**config.mk**
```make
export PLATFORM = sky130hd
export DESIGN_NAME = optical_deframer
export DESIGN_NICKNAME = d
export VERILOG_FILES = /design/src/rtl/dfr_pkg.sv /design/src/rtl/dfr_crc.sv /design/src/rtl/dfr_ctrl.sv /design/src/rtl/dfr_store.sv /design/src/rtl/optical_deframer.sv
export SDC_FILE = /design/constraint.sdc
export NUM_CORES = 1
export LEC_CHECK = 0
export BUFFER_PORTS_ARGS = -buffer_cell sky130_fd_sc_hd__buf_2
export CAP_MARGIN = 20
export CORE_MARGIN = 1.5
export CORE_UTILIZATION = 30
export DETAILED_ROUTE_END_ITERATION = 12
export PLACE_DENSITY = 0.52
export SLEW_MARGIN = 40
export SYNTH_ARGS = -nofsm -noshare
export SYNTH_HDL_FRONTEND = slang
export SYNTH_SLANG_ARGS = --single-unit
```
**constraint.sdc**
```tcl
create_clock -name clk -period 4.9 [get_ports clk]
set_input_delay 0.735 -clock clk [delete_from_list [all_inputs] [get_ports clk]]
set_output_delay 0.735 -clock clk [all_outputs]
set_load 0.02 [all_outputs]
```
**src/rtl/dfr_pkg.sv**
```systemverilog
package dfr_pkg;
  typedef enum logic [2:0] {
    ST_IDLE, ST_ID, ST_LEN, ST_DATA, ST_CRC, ST_STOP
  } dfr_state_e;
endpackage

```
**src/rtl/dfr_crc.sv**
```systemverilog
module dfr_crc #(
  parameter int CRC_W = 15,
  parameter logic [CRC_W-1:0] CRC_POLY = 15'h4599
) (
  input  logic             clk,
  input  logic             rst,
  input  logic             clr,
  input  logic             en,
  input  logic             din,
  output logic [CRC_W-1:0] crc_q
);
  logic fb;
  assign fb = din ^ crc_q[CRC_W-1];

  always_ff @(posedge clk) begin
    if (rst || clr) crc_q <= '0;
    else if (en)    crc_q <= {crc_q[CRC_W-2:0], 1'b0} ^ (fb ? CRC_POLY : '0);
  end
endmodule

```
**src/rtl/dfr_ctrl.sv**
```systemverilog
module dfr_ctrl
  import dfr_pkg::*;
#(
  parameter int ID_W  = 11,
  parameter int LEN_W = 4,
  parameter int CRC_W = 15,
  parameter int CNT_W = 8
) (
  input  logic             clk,
  input  logic             rst,
  input  logic             tick,
  input  logic             bit_in,
  input  logic             agree_in,
  input  logic             start_in,
  input  logic             stop_in,
  input  logic [LEN_W-1:0] len_i,
  input  logic [CRC_W-1:0] crc_calc,
  output logic             new_frame,
  output logic             pre_clr,
  output logic             com_clr,
  output logic             crc_en,
  output logic             id_we,
  output logic             len_we,
  output logic             data_we,
  output logic [CNT_W-1:0] data_idx,
  output logic             set_false,
  output logic             set_crc_err,
  output logic             done_o
);
  dfr_state_e       st;
  logic [CNT_W-1:0] cnt, last_cnt;
  logic [CRC_W-1:0] crc_rx, crc_word;
  logic             in_field, field_last, good;

  assign in_field = (st == ST_ID) || (st == ST_LEN) || (st == ST_DATA) || (st == ST_CRC);

  always_comb begin
    case (st)
      ST_ID:   last_cnt = CNT_W'(ID_W - 1);
      ST_LEN:  last_cnt = CNT_W'(LEN_W - 1);
      ST_DATA: last_cnt = CNT_W'({len_i, 3'b111});
      ST_CRC:  last_cnt = CNT_W'(CRC_W - 1);
      default: last_cnt = '0;
    endcase
  end

  assign field_last  = (cnt == last_cnt);
  assign good        = tick && in_field && agree_in;
  assign crc_word    = {crc_rx[CRC_W-2:0], bit_in};
  assign new_frame   = tick && (st == ST_IDLE) && start_in;
  assign set_false   = tick && in_field && !agree_in;
  assign set_crc_err = good && (st == ST_CRC) && field_last && (crc_word != crc_calc);
  assign done_o      = tick && (st == ST_STOP) && stop_in;
  assign pre_clr     = new_frame || set_false || set_crc_err;
  assign com_clr     = pre_clr || done_o;
  assign crc_en      = good && (st != ST_CRC);
  assign id_we       = good && (st == ST_ID);
  assign len_we      = good && (st == ST_LEN);
  assign data_we     = good && (st == ST_DATA);
  assign data_idx    = cnt;

  always_ff @(posedge clk) begin
    if (rst) begin
      st  <= ST_IDLE;
      cnt <= '0;
    end else if (tick) begin
      case (st)
        ST_IDLE: if (start_in) begin st <= ST_ID; cnt <= '0; end
        ST_STOP: if (stop_in) st <= ST_IDLE;
        default: begin
          if (!agree_in) begin
            st <= ST_IDLE; cnt <= '0;
          end else if (field_last) begin
            cnt <= '0;
            case (st)
              ST_ID:   st <= ST_LEN;
              ST_LEN:  st <= ST_DATA;
              ST_DATA: st <= ST_CRC;
              default: st <= (crc_word == crc_calc) ? ST_STOP : ST_IDLE;
            endcase
          end else begin
            cnt <= cnt + 1'b1;
          end
        end
      endcase
    end
  end

  always_ff @(posedge clk) begin
    if (rst || com_clr)             crc_rx <= '0;
    else if (good && st == ST_CRC)  crc_rx <= crc_word;
  end


  idle_hold_chk: assert property (@(posedge clk) disable iff (rst)
    (st == ST_IDLE && !(tick && start_in)) |=> st == ST_IDLE);

  field_bound_chk: assert property (@(posedge clk) disable iff (rst)
    in_field |-> cnt <= last_cnt);

  stop_wait_chk: assert property (@(posedge clk) disable iff (rst)
    (st == ST_STOP && !(tick && stop_in)) |=> st == ST_STOP);
endmodule

```
**src/rtl/dfr_store.sv**
```systemverilog
module dfr_store #(
  parameter int ID_W   = 11,
  parameter int LEN_W  = 4,
  parameter int WORD_W = 32,
  parameter int CNT_W  = 8
) (
  input  logic                     clk,
  input  logic                     rst,
  input  logic                     new_frame,
  input  logic                     pre_clr,
  input  logic                     id_we,
  input  logic                     len_we,
  input  logic                     data_we,
  input  logic [CNT_W-1:0]         data_idx,
  input  logic                     bit_in,
  input  logic                     set_false,
  input  logic                     set_crc_err,
  input  logic                     done_i,
  output logic [ID_W-1:0]          id_q,
  output logic [LEN_W-1:0]         len_q,
  output logic [(8<<LEN_W)-1:0]    data_o,
  output logic                     false_q,
  output logic                     crc_q,
  output logic                     valid_q
);
  localparam int DATA_W = 8 << LEN_W;
  localparam int NWORDS = DATA_W / WORD_W;
  localparam int BOFF_W = $clog2(WORD_W);
  localparam int WIDX_W = CNT_W - BOFF_W;

  logic [NWORDS-1:0][WORD_W-1:0] data_q;
  logic [BOFF_W-1:0]             boff, bpos;
  logic [WIDX_W-1:0]             widx;

  assign boff   = data_idx[BOFF_W-1:0];
  assign bpos   = ~boff;
  assign widx   = data_idx[CNT_W-1:BOFF_W];
  assign data_o = data_q;

  always_ff @(posedge clk) begin
    if (rst || pre_clr) id_q <= '0;
    else if (id_we)     id_q <= {id_q[ID_W-2:0], bit_in};
  end

  always_ff @(posedge clk) begin
    if (rst)         len_q <= '0;
    else if (len_we) len_q <= {len_q[LEN_W-2:0], bit_in};
  end

  for (genvar w = 0; w < NWORDS; w++) begin : g_word
    always_ff @(posedge clk) begin
      if (rst || pre_clr)
        data_q[w] <= '0;
      else if (data_we && widx == WIDX_W'(w))
        data_q[w][bpos] <= bit_in;
    end
  end

  always_ff @(posedge clk) begin
    if (rst || new_frame) begin
      false_q <= 1'b0;
      crc_q   <= 1'b0;
    end else begin
      if (set_false)   false_q <= 1'b1;
      if (set_crc_err) crc_q   <= 1'b1;
    end
  end

  always_ff @(posedge clk) begin
    if (rst) valid_q <= 1'b0;
    else     valid_q <= done_i;
  end


  buf_clear_chk: assert property (@(posedge clk) disable iff (rst)
    pre_clr |=> data_o == '0);

  valid_pulse_chk: assert property (@(posedge clk) disable iff (rst)
    valid_q |=> !valid_q);
endmodule

```
**src/rtl/optical_deframer.sv**
```systemverilog
module optical_deframer #(
  parameter int ID_W   = 11,
  parameter int LEN_W  = 4,
  parameter int WORD_W = 32,
  parameter int CRC_W  = 15,
  parameter logic [CRC_W-1:0] CRC_POLY = 15'h4599
) (
  input  logic                  clk,
  input  logic                  rst,
  input  logic                  bit_tick,
  input  logic                  rx_bit,
  input  logic                  rx_agree,
  input  logic                  start_flag,
  input  logic                  stop_flag,
  output logic [ID_W-1:0]       rx_id,
  output logic [LEN_W-1:0]      rx_len,
  output logic [(8<<LEN_W)-1:0] rx_data,
  output logic                  false_err,
  output logic                  crc_err,
  output logic                  frame_valid
);
  localparam int DATA_W = 8 << LEN_W;
  localparam int MAXF   = (DATA_W > ID_W) ? ((DATA_W > CRC_W) ? DATA_W : CRC_W)
                                          : ((ID_W > CRC_W) ? ID_W : CRC_W);
  localparam int CNT_W  = $clog2(MAXF + 1);

  logic             new_frame, pre_clr, com_clr, crc_en;
  logic             id_we, len_we, data_we, set_false, set_crc_err, done;
  logic [CNT_W-1:0] data_idx;
  logic [CRC_W-1:0] crc_calc;

  dfr_ctrl #(.ID_W(ID_W), .LEN_W(LEN_W), .CRC_W(CRC_W), .CNT_W(CNT_W)) u_ctrl (
    .clk(clk), .rst(rst), .tick(bit_tick), .bit_in(rx_bit), .agree_in(rx_agree),
    .start_in(start_flag), .stop_in(stop_flag), .len_i(rx_len), .crc_calc(crc_calc),
    .new_frame(new_frame), .pre_clr(pre_clr), .com_clr(com_clr), .crc_en(crc_en),
    .id_we(id_we), .len_we(len_we), .data_we(data_we), .data_idx(data_idx),
    .set_false(set_false), .set_crc_err(set_crc_err), .done_o(done)
  );

  dfr_crc #(.CRC_W(CRC_W), .CRC_POLY(CRC_POLY)) u_crc (
    .clk(clk), .rst(rst), .clr(com_clr), .en(crc_en), .din(rx_bit), .crc_q(crc_calc)
  );

  dfr_store #(.ID_W(ID_W), .LEN_W(LEN_W), .WORD_W(WORD_W), .CNT_W(CNT_W)) u_store (
    .clk(clk), .rst(rst), .new_frame(new_frame), .pre_clr(pre_clr),
    .id_we(id_we), .len_we(len_we), .data_we(data_we), .data_idx(data_idx),
    .bit_in(rx_bit), .set_false(set_false), .set_crc_err(set_crc_err), .done_i(done),
    .id_q(rx_id), .len_q(rx_len), .data_o(rx_data), .false_q(false_err),
    .crc_q(crc_err), .valid_q(frame_valid)
  );


  false_cause_chk: assert property (@(posedge clk) disable iff (rst)
    $rose(false_err) |-> $past(bit_tick && !rx_agree));

  valid_clean_chk: assert property (@(posedge clk) disable iff (rst)
    frame_valid |-> !false_err && !crc_err);

  no_tick_hold_chk: assert property (@(posedge clk) disable iff (rst)
    !bit_tick |=> $stable(rx_id) && $stable(rx_data) && $stable(rx_len) && !frame_valid);
endmodule

```
==> reports/metrics.yaml <==
logic_synthesis:
  synth-simple-area-share_pct: 21.49
  synthMuxAreaShare_pct: 11.50
  yosys.area.top_type: "dfxtp_1"
  synth_compound_area_share_pct: 13.25
  synth.avg_cell_area_um2: 8.438
  synth_top_flop_cell: "dfxtp_1"
  seq_area_frac_synth_pct: 45.03
  synth.most_common_cell: "dfxtp_1"
  synth_edf_count: 0
  synth_top_family_by_area: "simple AND/OR/NAND/NOR gates"
  ys_ff_latch: 186
  syn_inst: 980
  synth_nets: 991
  synth_warnings: 0
  async_reset_ff_share_pct: 0
  synth.top_cell.area_share_pct: 45.03
  synthTopCellsByCount: "dfxtp_1 (186), nand2_1 (107), mux2i_1 (95)"
  synth_top_cells_by_area: "dfxtp_1 (45%), mux2i_1 (11%), nand4_1 (5.0%)"
  synth_xor_area_share_pct: 2.754
  synth_cell_type_count: 50
  synthAdderAreaFrac_pct: 0.6052
  netlist_area_um2: 8269
floorplan:
  core_area_um2: 27030
  start_util_pct: 30.60
  ios: 153
  num_rows: 60
  die_w_um: 169.0
  die_y_um: 169.0
  dieArea_um2: 28570
sta:
  rsz0062_at_grt: "no"
  final.min_clock_period_ns: 3.072
  setup_viol: 0
  hold_viol: 0
  max_freq_ghz: 0.3256
  fin_skew_ns: 0.01421
  fin_crit_sh_pct: 62.69
  slew_viol_final: 0
  tns_ns: 0
  relSlewSlack_pct: 46.58
  worstMarginPinSlew_ns: 0.7956
route:
  drtIter0Drc: 536
  num_vias: 7484
  viasPerCell: 5.208
  wl_per_cell_um: 17.79
  drc: 0
  ant_nets: 0
  first_pass_iters: 5
  wl_um: 25560
worst_setup_path:
  cpMaxStageDelayCell: "dfxtp_1"
  worst-setup-path-type: "reg2reg"
  worst_ep_required_time_ns: 5.22
  slowest_delay_ns: 0.85
  crit_path_max_fanout: 24
  crit_chain: "nand3b_2 -> or4_1 -> nor2_1 -> nand2_1 -> mux2i_1 -> nor2_1"
  crit_path_frequent_cell: "nor2_1"
  crit_path_end_kind: "register"
  critPathArrivalTime_ns: 3.39
  crit_path_start_kind: "register"
pwr:
  p_clk_share_pct: 39.1
  pwr-share-comb_pct: 14.8
  power.density_nw_per_um2: 343.2
  vdd_drop_max_v: 0.0002101
  p_leak_nw: 4.204
  power.net_switching_mw: 0.9955
  switching_share_pct: 29.25
  power_mw: 3.403
  seqPwrFrac_pct: 46.1
  p_int_mw: 2.408
clock_network:
  cts_tree: "done"
  cts_buffers: 17
  clock_sinks: 186
  cts_max_level: 4
  insertion_delay_ns: 0.43
  postCtsSetupRepairBufs: 0
  cts.path.max_buffers: 2
  clk_transition_reported_paths_ns: 0.07
  clockRootBuffer: "clkbuf_16"
  ctsHoldBuffers: 0
  cts_resized: 0
finish:
  layout-drive-gt1-share_pct: 20.71
  area.growth.synth_to_final_pct: 19.93
  nNetsFinal: 1096
  antenna_cells: 0
  final_util_pct: 36.69
run:
  maxCapViolations: 0
run_status:
  status: "finished clean"
global_route:
  grt_pass1_wl_um: 40160
  track_usage_pct: 17.85
  overflow: 0
  antenna_found_initial: 0
  first_global_vias: 6952
  grt_max_degree: 99
placement:
  gp_congestion: 0.7923
  place_hpwl_um: 16910
  port_buffers: 152
worst_hold_path:
  hold_path_class: "reg2reg"
## state kept, by name, summed over array words and instances, names as in the netlist
| register | flops |
|---|---|
| u_ctrl.crc_rx | 14 |
| u_crc.crc_q | 15 |
| u_ctrl.st | 3 |
| u_store.data_o | 128 |
| u_store.false_q | 1 |
| u_store.crc_q | 1 |
| u_store.valid_q | 1 |
| u_ctrl.data_idx | 8 |
| u_store.id_q | 11 |
| u_store.len_q | 4 |
## critical path, delay by kind of cell (launching register included)
family / cells / cell delay [ns]
DFF: 1 / 0.85
muxes: 1 / 0.18
and+or+nand+nor: 5 / 1.92
## kinds of logic (layout without fill, tap and decap cells)
logic type	Yosys count	after routing
mux	95	95
xor+xnor	26	26
simple gates	371	371
flops	186	186
fa+ha+maj	4	4
compound gates	193	193
buf+inv	105	221
## final cells by class
cell class,instances,area [um2]
fillers,2839,17110
multi-input cells,689,4153
flip-flops and latches,186,3726
repair buffers,176,1005
clock buffers,21,460.4
well taps,341,426.7
clock inverters,9,90.09
inverters,15,56.30
## power by group through the flow
| stage | sequential [mW] | combinational [mW] | clock (mW) |
|---|---|---|---|
| 6_report | 1.57 | 0.503 | 1.33 |
| 5_1_grt | 1.57 | 0.550 | 1.43 |
| 4_1_cts | 1.57 | 0.497 | 1.37 |
| 3_5_place_dp | 1.60 | 0.495 | 0 |
| 3_3_place_gp | 1.60 | 0.497 | 0 |
| 2_1_floorplan | 1.57 | 0.388 | 0 |
## per-stage QoR
step / hold slack [ns] / area (um2) / cells / setup slack (ns)
finish: 0.4510 / 9917 / 1437 / 1.828
global route: 0.4885 / 9917 / 1437 / 1.510
CTS: 0.4561 / 9902 / 1436 / 1.729
detailed placement: 0.4470 / 9351 / 1406 / 1.739
global placement: 0.4422 / 9320 / 1404 / 1.780
floorplan: 0.4928 / 8269 / 980 / 2.466
## cells in the final DEF (no fill, tap or decap), types with 4 or more instances in the layout
master,count
a211oi_1,4
a21oi_1,82
and2_1,5
buf_12,4
buf_2,151
buf_4,18
clkbuf_16,17
dfxtp_1,184
ha_1,4
inv_1,15
mux2i_1,95
nand2_1,107
nand2b_1,4
nand3_1,22
nand4_1,66
nor2_1,91
nor2_2,4
nor3_1,38
nor3_2,5
nor4_1,5
o211ai_1,10
o21a_1,4
o21ai_0,67
o21ai_1,4
o31ai_1,4
or3_1,6
xnor2_1,6
xor2_1,20
## final timing paths
path / start / endpoint / slack, ns / cells after the start
worst max-delay path: u_ctrl.st[0] / u_store.data_o[79] / 1.83 / 6
worst max register to register: u_ctrl.st[0] / u_store.data_o[79] / 1.83 / 6
worst min register to register: u_store.id_q[10] / u_store.id_q[10] / 0.45 / 2
worst min-delay path: u_store.id_q[10] / u_store.id_q[10] / 0.45 / 2
## routing by layer
layer | routed length [um] | vias to the layer above | track usage [%]
li1 | - | 3659 | -
met1 | 11860 | 3603 | 24.49
met2 | 11520 | 204 | 27.25
met3 | 1867 | 18 | 5.237
met4 | 316 | 0 | 4.810
met5 | 0 | - | 0
Note: power is estimated with default switching activity, not from simulation.
